## config.mk

```make
export PLATFORM = sky130hd
export DESIGN_NAME = sram_burst_ctl
export DESIGN_NICKNAME = d
export VERILOG_FILES = /design/src/rtl/sbc_pkg.sv /design/src/rtl/sbc_cycle_dec.sv /design/src/rtl/sbc_lane_dec.sv /design/src/rtl/sbc_store.sv /design/src/rtl/sram_burst_ctl.sv
export SDC_FILE = /design/constraint.sdc
export NUM_CORES = 2
export LEC_CHECK = 0
export ABC_CLOCK_PERIOD_IN_PS = 5250
export BUFFER_PORTS_ARGS = -buffer_cell sky130_fd_sc_hd__buf_4
export CORE_MARGIN = 1
export CORE_UTILIZATION = 25
export DETAILED_ROUTE_END_ITERATION = 7
export PLACE_DENSITY_LB_ADDON = 0.3
export SLEW_MARGIN = 20
export SYNTH_ARGS = -nofsm -noshare
export SYNTH_HDL_FRONTEND = slang
export SYNTH_SLANG_ARGS = --single-unit
```

## constraint.sdc

```tcl
create_clock -name clk -period 5.25 [get_ports clk]
set_input_delay 1.05 -clock clk [delete_from_list [all_inputs] [get_ports clk]]
set_output_delay 1.05 -clock clk [all_outputs]
set_load 0.01 [all_outputs]
```

## src/rtl/sbc_pkg.sv

```systemverilog
package sbc_pkg;

    // Kind of cycle decided at a clock edge
    typedef enum logic [2:0] {
        CY_IDLE  = 3'd0,  // nothing open, nothing loaded
        CY_DESEL = 3'd1,  // load while unselected, or wake-up cycle
        CY_BEGIN = 3'd2,  // fresh address loaded
        CY_CONT  = 3'd3,  // burst moves to next sequenced address
        CY_SUSP  = 3'd4   // burst repeats current address
    } cyc_e;

endpackage

```

## src/rtl/sbc_cycle_dec.sv

```systemverilog
module sbc_cycle_dec (
    input  logic          en_n,
    input  logic          sel_hi,
    input  logic          sel_lo_n,
    input  logic          ld_cpu_n,
    input  logic          ld_ctl_n,
    input  logic          step_n,
    input  logic          nap,
    input  logic          woke,
    input  logic          act_q,
    output sbc_pkg::cyc_e cyc,
    output logic          cpu_go,
    output logic          wr_ok
);
    import sbc_pkg::*;

    logic chip_on;
    logic load;

    always_comb begin
        chip_on = ~en_n & sel_hi & ~sel_lo_n;
        cpu_go  = ~ld_cpu_n & ~en_n;
        load    = cpu_go | ~ld_ctl_n;

        if (nap) begin
            cyc = CY_IDLE;
        end else if (woke) begin
            cyc = CY_DESEL;
        end else if (load) begin
            cyc = chip_on ? CY_BEGIN : CY_DESEL;
        end else if (act_q) begin
            cyc = step_n ? CY_SUSP : CY_CONT;
        end else begin
            cyc = CY_IDLE;
        end

        // a processor-started cycle is always a read
        wr_ok = ((cyc == CY_BEGIN) & ~cpu_go) | (cyc == CY_CONT) | (cyc == CY_SUSP);
    end

endmodule

```

## src/rtl/sbc_lane_dec.sv

```systemverilog
module sbc_lane_dec #(
    parameter int LANES = 4
) (
    input  logic             wr_all_n,
    input  logic             lane_en_n,
    input  logic [LANES-1:0] lane_sel_n,
    input  logic             cpu_go,
    input  logic             wr_ok,
    output logic [LANES-1:0] lane_we,
    output logic             wr_req
);
    logic [LANES-1:0] mask;

    for (genvar g = 0; g < LANES; g++) begin : g_lane
        // global write overrides; lane enable gates the per-lane selects
        assign mask[g]    = ~wr_all_n | (~lane_en_n & ~lane_sel_n[g]);
        assign lane_we[g] = mask[g] & wr_ok;
    end

    assign wr_req = (|mask) & ~cpu_go;

endmodule

```

## src/rtl/sbc_store.sv

```systemverilog
module sbc_store #(
    parameter int DEPTH  = 64,
    parameter int LANES  = 4,
    parameter int LANE_W = 9
) (
    input  logic                       clk,
    input  logic                       rst_n,
    input  logic                       hold,
    input  logic [LANES-1:0]           we,
    input  logic [$clog2(DEPTH)-1:0]   waddr,
    input  logic [LANES*LANE_W-1:0]    wdata,
    input  logic                       rd_en,
    input  logic [$clog2(DEPTH)-1:0]   raddr,
    output logic [LANES*LANE_W-1:0]    rdata_q,
    output logic                       drv_q
);
    localparam int DW = LANES * LANE_W;
    localparam int DB = LANE_W - 1;     // data bits per lane
    localparam int PB = LANES * DB;     // first parity bit

    typedef struct packed {
        logic [DW-1:0] data;
        logic          drv;
    } out_t;

    logic [DW-1:0] mem [DEPTH];
    out_t          o_d, o_q;

    // lane-masked write at the accepting edge
    always_ff @(posedge clk) begin
        if (!hold) begin
            for (int k = 0; k < LANES; k++) begin
                if (we[k]) begin
                    mem[waddr][k*DB +: DB] <= wdata[k*DB +: DB];
                    mem[waddr][PB + k]     <= wdata[PB + k];
                end
            end
        end
    end

    // output register: one edge behind the accepted read
    always_comb begin
        o_d = o_q;
        if (!hold) begin
            o_d.drv = rd_en;
            if (rd_en) begin
                o_d.data = mem[raddr];
            end
        end
    end

    always_ff @(posedge clk or negedge rst_n) begin
        if (!rst_n) begin
            o_q <= '0;
        end else begin
            o_q <= o_d;
        end
    end

    assign rdata_q = o_q.data;
    assign drv_q   = o_q.drv;

endmodule

```

## src/rtl/sram_burst_ctl.sv

```systemverilog
module sram_burst_ctl #(
    parameter int DEPTH  = 64,
    parameter int LANES  = 4,
    parameter int LANE_W = 9,
    parameter int SEQ_W  = 2
) (
    input  logic                        clk,
    input  logic                        rst_n,
    input  logic                        en_n,
    input  logic                        sel_hi,
    input  logic                        sel_lo_n,
    input  logic                        ld_cpu_n,
    input  logic                        ld_ctl_n,
    input  logic                        step_n,
    input  logic                        wr_all_n,
    input  logic                        lane_en_n,
    input  logic [LANES-1:0]            lane_sel_n,
    input  logic                        out_en_n,
    input  logic                        nap_i,
    input  logic [$clog2(DEPTH)-1:0]    addr_i,
    input  logic [SEQ_W-1:0]            seq_lo_i,
    input  logic [LANES*LANE_W-1:0]     wdata_i,
    output logic [LANES*LANE_W-1:0]     rdata_o,
    output logic                        drive_o
);
    import sbc_pkg::*;

    localparam int AW = $clog2(DEPTH);
    localparam int DW = LANES * LANE_W;

    typedef struct packed {
        logic [AW-1:0] addr;   // current access address
        logic          act;    // burst open
        logic          rd;     // read accepted at last edge
        logic          slp;    // nap seen at last edge
    } front_t;

    front_t           fr_d, fr_q;
    cyc_e             cyc;
    logic             cpu_go;
    logic             wr_ok;
    logic             wr_req;
    logic [LANES-1:0] lane_we;
    logic [DW-1:0]    rdata_q;
    logic             drv_q;

    logic [AW-1:0]    cur_addr;
    logic             cur_act;
    logic             cur_rd;
    logic             cur_slp;

    assign cur_addr = fr_q.addr;
    assign cur_act  = fr_q.act;
    assign cur_rd   = fr_q.rd;
    assign cur_slp  = fr_q.slp;

    sbc_cycle_dec u_dec (
        .en_n     (en_n),
        .sel_hi   (sel_hi),
        .sel_lo_n (sel_lo_n),
        .ld_cpu_n (ld_cpu_n),
        .ld_ctl_n (ld_ctl_n),
        .step_n   (step_n),
        .nap      (nap_i),
        .woke     (cur_slp),
        .act_q    (cur_act),
        .cyc      (cyc),
        .cpu_go   (cpu_go),
        .wr_ok    (wr_ok)
    );

    sbc_lane_dec #(.LANES(LANES)) u_lane (
        .wr_all_n   (wr_all_n),
        .lane_en_n  (lane_en_n),
        .lane_sel_n (lane_sel_n),
        .cpu_go     (cpu_go),
        .wr_ok      (wr_ok),
        .lane_we    (lane_we),
        .wr_req     (wr_req)
    );

    // next front-end state
    always_comb begin
        fr_d     = fr_q;
        fr_d.slp = nap_i;
        if (!nap_i) begin
            unique case (cyc)
                CY_DESEL: begin
                    fr_d.act = 1'b0;
                    fr_d.rd  = 1'b0;
                end
                CY_BEGIN: begin
                    fr_d.addr = addr_i;
                    fr_d.act  = 1'b1;
                    fr_d.rd   = ~|lane_we;
                end
                CY_CONT: begin
                    fr_d.addr[SEQ_W-1:0] = seq_lo_i;
                    fr_d.rd              = ~|lane_we;
                end
                CY_SUSP: begin
                    fr_d.rd = ~|lane_we;
                end
                default: begin
                    fr_d.rd = 1'b0;
                end
            endcase
        end
    end

    always_ff @(posedge clk or negedge rst_n) begin
        if (!rst_n) begin
            fr_q <= '0;
        end else begin
            fr_q <= fr_d;
        end
    end

    sbc_store #(.DEPTH(DEPTH), .LANES(LANES), .LANE_W(LANE_W)) u_store (
        .clk     (clk),
        .rst_n   (rst_n),
        .hold    (nap_i),
        .we      (lane_we),
        .waddr   (fr_d.addr),
        .wdata   (wdata_i),
        .rd_en   (cur_rd),
        .raddr   (cur_addr),
        .rdata_q (rdata_q),
        .drv_q   (drv_q)
    );

    assign rdata_o = rdata_q;
    assign drive_o = drv_q & ~out_en_n & ~nap_i & ~wr_req;

endmodule

```

* Word-level counts from Yosys, hierarchy flattened *
Memories as Yosys holds them, arrays and structs flattened. A register that Yosys moved wholly into a read port is not among the register bits.
Cells that the tools add are included.

operators by class
  shifts and indexed selects = 0
  eq/ne operators = 4
  add/sub/neg operators = 0
  reductions and logical operators = 8
  $mul = 0
  bitwise gates (word level) = 37
  div/mod/pow operators = 0
  order comparisons = 0
  multiplexer cells = 23

operator list
  kind                                           count
  bitwise AND 1 bit                              16
  2-to-1 mux 3 bit                               5
  inverter 1 bit                                 14
  2-to-1 mux 1 bit                               13
  2-to-1 mux 8 bit                               1
  OR reduction 4 bit                             2
  OR 1 bit                                       7
  == test 3 x 2 -> 1 bit, second input constant  2
  2-to-1 mux 4 bit                               1
  one-hot mux 2 bit (2 select lines)             1
  AND reduction 2 bit                            2
  == test 3 x 1 -> 1 bit, second input constant  1
  == test 3 bit, second input constant           1
  OR reduction 3 bit                             1
  logical NOT 1 bit                              2
  2-to-1 mux 2 bit                               1
  one-hot mux 1 bit (2 select lines)             1
  nonzero test 2 bit                             1

storage, ports and cells
  memories kept = 1
  output and inout port bits = 37
  bits in read-only memories = 0
  input bits = 60
  bits in latches = 0
  register bits = 10
  memory bits (writable) = 2304
  logic and storage cells = 78

memory list
  name         depth  bits a word  read ports  clocked after memory_dff  write ports  line             text
  u_store.mem  64     36           1           1                         1            sbc_store.sv:26  logic [DW-1:0] mem [DEPTH];

* Depth between registers and ports, before layout *
  depth in word-level cells = 16
  mapped depth = 10
  depth with buffers taken out = 6

* By module *
From an unflattened synthesis, not the netlist that was laid out.

second synthesis, totals
  cell total of the unflattened synthesis = 4730
  area total of the unflattened synthesis = 91734.2 um2

by module, submodules not included
  module          area each (um2)  cells each  times used  sequential area each (um2)
  sbc_store       91169.9          4674        1           70112.2
  sram_burst_ctl  416.6            32          1           225.2
  sbc_cycle_dec   83.8             14          1           0.0
  sbc_lane_dec    63.8             10          1           0.0

* Worst setup path after synthesis *
Ideal clock, no wire load.

  path type = input -> register
  start = input en_n
  end = memory u_store.mem[11][10] (netlist name) (enable)
  stages on the path = 7
  buffers on the path = 2
  setup slack = 0.766 ns
  arrival time = 4.057 ns
  setup time = 0.427 ns
  data required time = 4.823 ns
  cells stage by stage = or3b_1 -> a221oi_2 -> o21a_1 -> buf_2 -> o21bai_1 -> clkbuf_1 -> a2111oi_0

between the ends
  word-level cells in the longest chain between the ends = 15

ends and longest elaborated chain
  what                                    line                                       text
  start: declaration                      sram_burst_ctl.sv:9                        input logic en_n,
  inverter 1 bit (*)                      sbc_cycle_dec.sv:21, sbc_cycle_dec.sv:22
  bitwise AND 1 bit (2 in series)         sbc_cycle_dec.sv:21                        chip_on = ~en_n & sel_hi & ~sel_lo_n;
  2-to-1 mux 2 bit                        sbc_cycle_dec.sv:30                        cyc = chip_on ? CY_BEGIN : CY_DESEL;
  2-to-1 mux 3 bit                        sbc_cycle_dec.sv:29                        end else if (load) begin
  2-to-1 mux 3 bit                        sbc_cycle_dec.sv:27                        end else if (woke) begin
  2-to-1 mux 3 bit                        sbc_cycle_dec.sv:25                        if (nap) begin
  == test 3 x 2 -> 1 bit                  sbc_cycle_dec.sv:38, sram_burst_ctl.sv:87
  bitwise AND 1 bit                       sbc_cycle_dec.sv:38                        wr_ok = ((cyc == CY_BEGIN) & ~cpu_go) | (cyc == CY_CONT) | (cyc == CY_SUSP);
  OR 1 bit (2 in series)                  sbc_cycle_dec.sv:38
  bitwise AND 1 bit                       sbc_lane_dec.sv:17                         assign lane_we[g] = mask[g] & wr_ok;
  2-to-1 mux 1 bit                        sbc_store.sv:33                            if (we[k]) begin
  2-to-1 mux 1 bit                        sbc_store.sv:31                            if (!hold) begin
  2-to-1 mux 1 bit (implied by the code)  sbc_store.sv:34                            mem[waddr][k*DB +: DB] <= wdata[k*DB +: DB];
  end: declaration                        sbc_store.sv:26

Every way passes the cells marked *; elsewhere a longest branch is shown, timed or not.

==> out/metrics.csv <==
metric,value,unit
vias per std cell,4.632,
Clock Tree Buf Depth,4,
Rel. slew slack,20.37,%
vias in the first global route,48252,
Yosys top cell area share,74.54,%
Mapped Cells,4786,
Final Net Count,5102,
"Req. time, crit path",5980,ps
All-Layer GR Usage,13.63,%
DRC errors left,0,
Post-Syn Area,0.09282,sq mm
core area,0.3691,sq mm
Die H,611.3,um
maximum VDD drop,0.2963,mV
RR Startpoint,cur_addr[0],
# IOs,97,
cell count after placement,9746,
largest net degree at the start of global routing,128,
CTS tree,built,
Synth area leader,edfxtp_1,
WP data arrival,4770,ps
initial antenna violation count,10,
PnR Total Power,47.08,mW
unrepaired setup endpoints after global routing,false,
crit path kind,reg -> reg,
MaxCap Viol Count,0,
ys flop type,edfxtp_1,
CTS buffer count,244,
global-route wire length before repair,368800,um
initial DRC count,4121,
Finished Layout Cells,10194,
Finish-stage setup viols,0,
clk slew on worst S/H paths,60,ps
RD Place Congestion,0.7999,
Worst-Skew Late Latency,910,ps
distinct cell type count after synthesis,50,
worst r2r path cells,7,
Wirelength per Cell,25.57,um
status,"finished, final reports clean",
crit-path max FO,104,
Yosys Warn Count,0,
Tmin final,4034,ps
Final Cycle Share,76.83,%
DP HPWL,159500,um
fillers,35603,
clock sink count,2350,
top post-synthesis cells by area,"edfxtp_1 75%, mux2i_1 8.6%, mux4_2 7.0%, a22oi_1 1.8%, dfrtp_1 1.2%",
asr flop ratio synth,1.957,%
CTS Hold Bufs,0,
Mapped Avg Cell Area,19.39,sq um
"EDFF count, synth",2304,
row count,223,
CTS H-tree lvls,4,
minimum hold slack,276.9,ps
P&R area growth vs syn,20.00,%
"FF+latch count, synth",2350,
Syn Nets,4846,
vias,47218,
final setup TNS,0,ps
Fmax achieved,247.9,MHz
global-route congestion overflow total,0,
Pins Over Slew Limit,0,
P_leak,35.00,nW
CTS resizes,0,
die footprint,0.3737,sq mm
Starting Density,25.15,%
pwr/cell area,422.7,mW/mm^2
Clock Root Buffer,clkbuf_16,
Hold Fails Final Rpt,0,
sequential share of the synthesized area,75.78,%
Critical path origin,cur_addr[0],
worst slew pin tran,1194,ps
crit end category,flip-flop,
post-route ant nets,0,
Startpoint Class,flip-flop,
DRT Pass-1 Iters,6,
worst hold path class,in -> async,
postcts setup bufs,0,
Die Width,611.3,um
port buffer count,96,
share of post-route cells with drive strength above 1,24.89,%
Routed WL,260700,um
Fin Clk Skew,95.62,ps
==> routing by layer <==
layer  vias to the layer above  global-route usage (%)  wire [um]
li1                      20443                       -          -
met1                     25084                   17.77     109900
met2                      1311                   23.10     128500
met3                       376                   2.103      13340
met4                         4                   4.497       8843
met5                         -                       0         23
==> placed cells by master (no fill, tap or decap), types with 5 or more instances in the layout <==
cell type	instances
edfxtp_1	2304
a21oi_1	76
nor4b_1	6
nor2b_1	7
mux2i_1	793
dfrtp_1	42
o21ai_0	9
a2111oi_2	31
clkbuf_8	7
a31oi_4	7
nand4_1	38
mux4_2	288
mux2_2	6
buf_4	344
clkinvlp_4	13
bufinv_16	41
clkinv_2	52
nand2_1	82
a2111oi_4	60
nor4_2	119
nor2_1	10
clkbuf_1	30
buf_12	26
diode_2	5
nor3_1	35
a221o_1	36
clkinv_1	41
a22oi_1	217
a22o_1	36
nand3_1	146
clkbuf_16	249
nor4_4	6
==> flip-flops by register name, summed over array words and instances (netlist names) <==
name,flops
cur_act,1
cur_addr,6
cur_rd,1
cur_slp,1
u_store.drv_q,1
u_store.mem,2304
u_store.rdata_q,36
==> stage by stage <==
step	util [%]	worst slack, ps	cell area, sq um
final	30.17	1216	111400
after CTS	30.02	1208	110800
after global routing	30.17	1116	111400
after detailed placement	27.77	346.7	102500
after global placement	27.70	118.1	102200
after floorplan	-	766.4	92820
==> worst paths after layout <==
check,slack [ps],endpoint
worst max-delay path,1220,u_store.rdata_q[14]
worst min-delay path,280,u_store.rdata_q[13]
worst max register to register,1220,u_store.rdata_q[14]
worst min register to register,480,u_store.drv_q
max in group asynchronous,4270,cur_addr[0]
min in group clk,380,cur_slp
==> critical path, stage by stage, from the launching register on <==
cell     delay, ps
dfrtp_4        910
buf_4          450
buf_12         500
mux4_2         610
mux2i_1        360
mux2i_1        210
a22o_1         270
a221o_1        270
==> power breakdown <==
part | switching (mW) | leakage (nW) | internal, mW
logic | 5.12 | 9.65 | 3.02
clock network | 7.19 | 4.05 | 10.7
registers | 0.319 | 21.3 | 20.7
==> cell families (layout without fill, tap and decap cells) <==
kind of cell / count (synthesis) / after routing / share of synthesized area (%)
muxes: 1088 / 1088 / 15.62
buffers and inverters: 366 / 819 / 1.647
other: 0 / 5 / 0
and+or+nand+nor: 484 / 484 / 2.864
AOI/OAI and AO/OA: 498 / 498 / 4.088
DFF: 2350 / 2350 / 75.78
==> area by class of cell <==
class	instances	area (sq um)	area share, %
inverter	6	30.03	0.02696
multi-input combinational	2070	23410	21.01
clock buffer	286	6440	5.782
clock inverter	157	1846	1.657
timing repair buffer	370	3103	2.786
tap	4950	6193	5.560
sequential	2350	70350	63.16
antenna	5	12.51	0.01123
==> synthesized netlist by cell type, types with 7 or more instances <==
cell       number
a31oi_1         7
a21oi_1        76
nor4_2         11
o21ai_0         9
a221o_1        36
nor4b_1         7
nor4_1        118
a22o_1         36
edfxtp_1     2304
dfrtp_1        46
nor3_1         39
nand2_1        83
mux2i_1       794
a2111oi_0      91
buf_1          64
nor2_1         12
buf_2          76
nand3_1       147
mux4_2        288
a22oi_1       217
nor2b_1        10
nand4_1        38
clkbuf_1      210
Power figures use the tool's default switching activity.
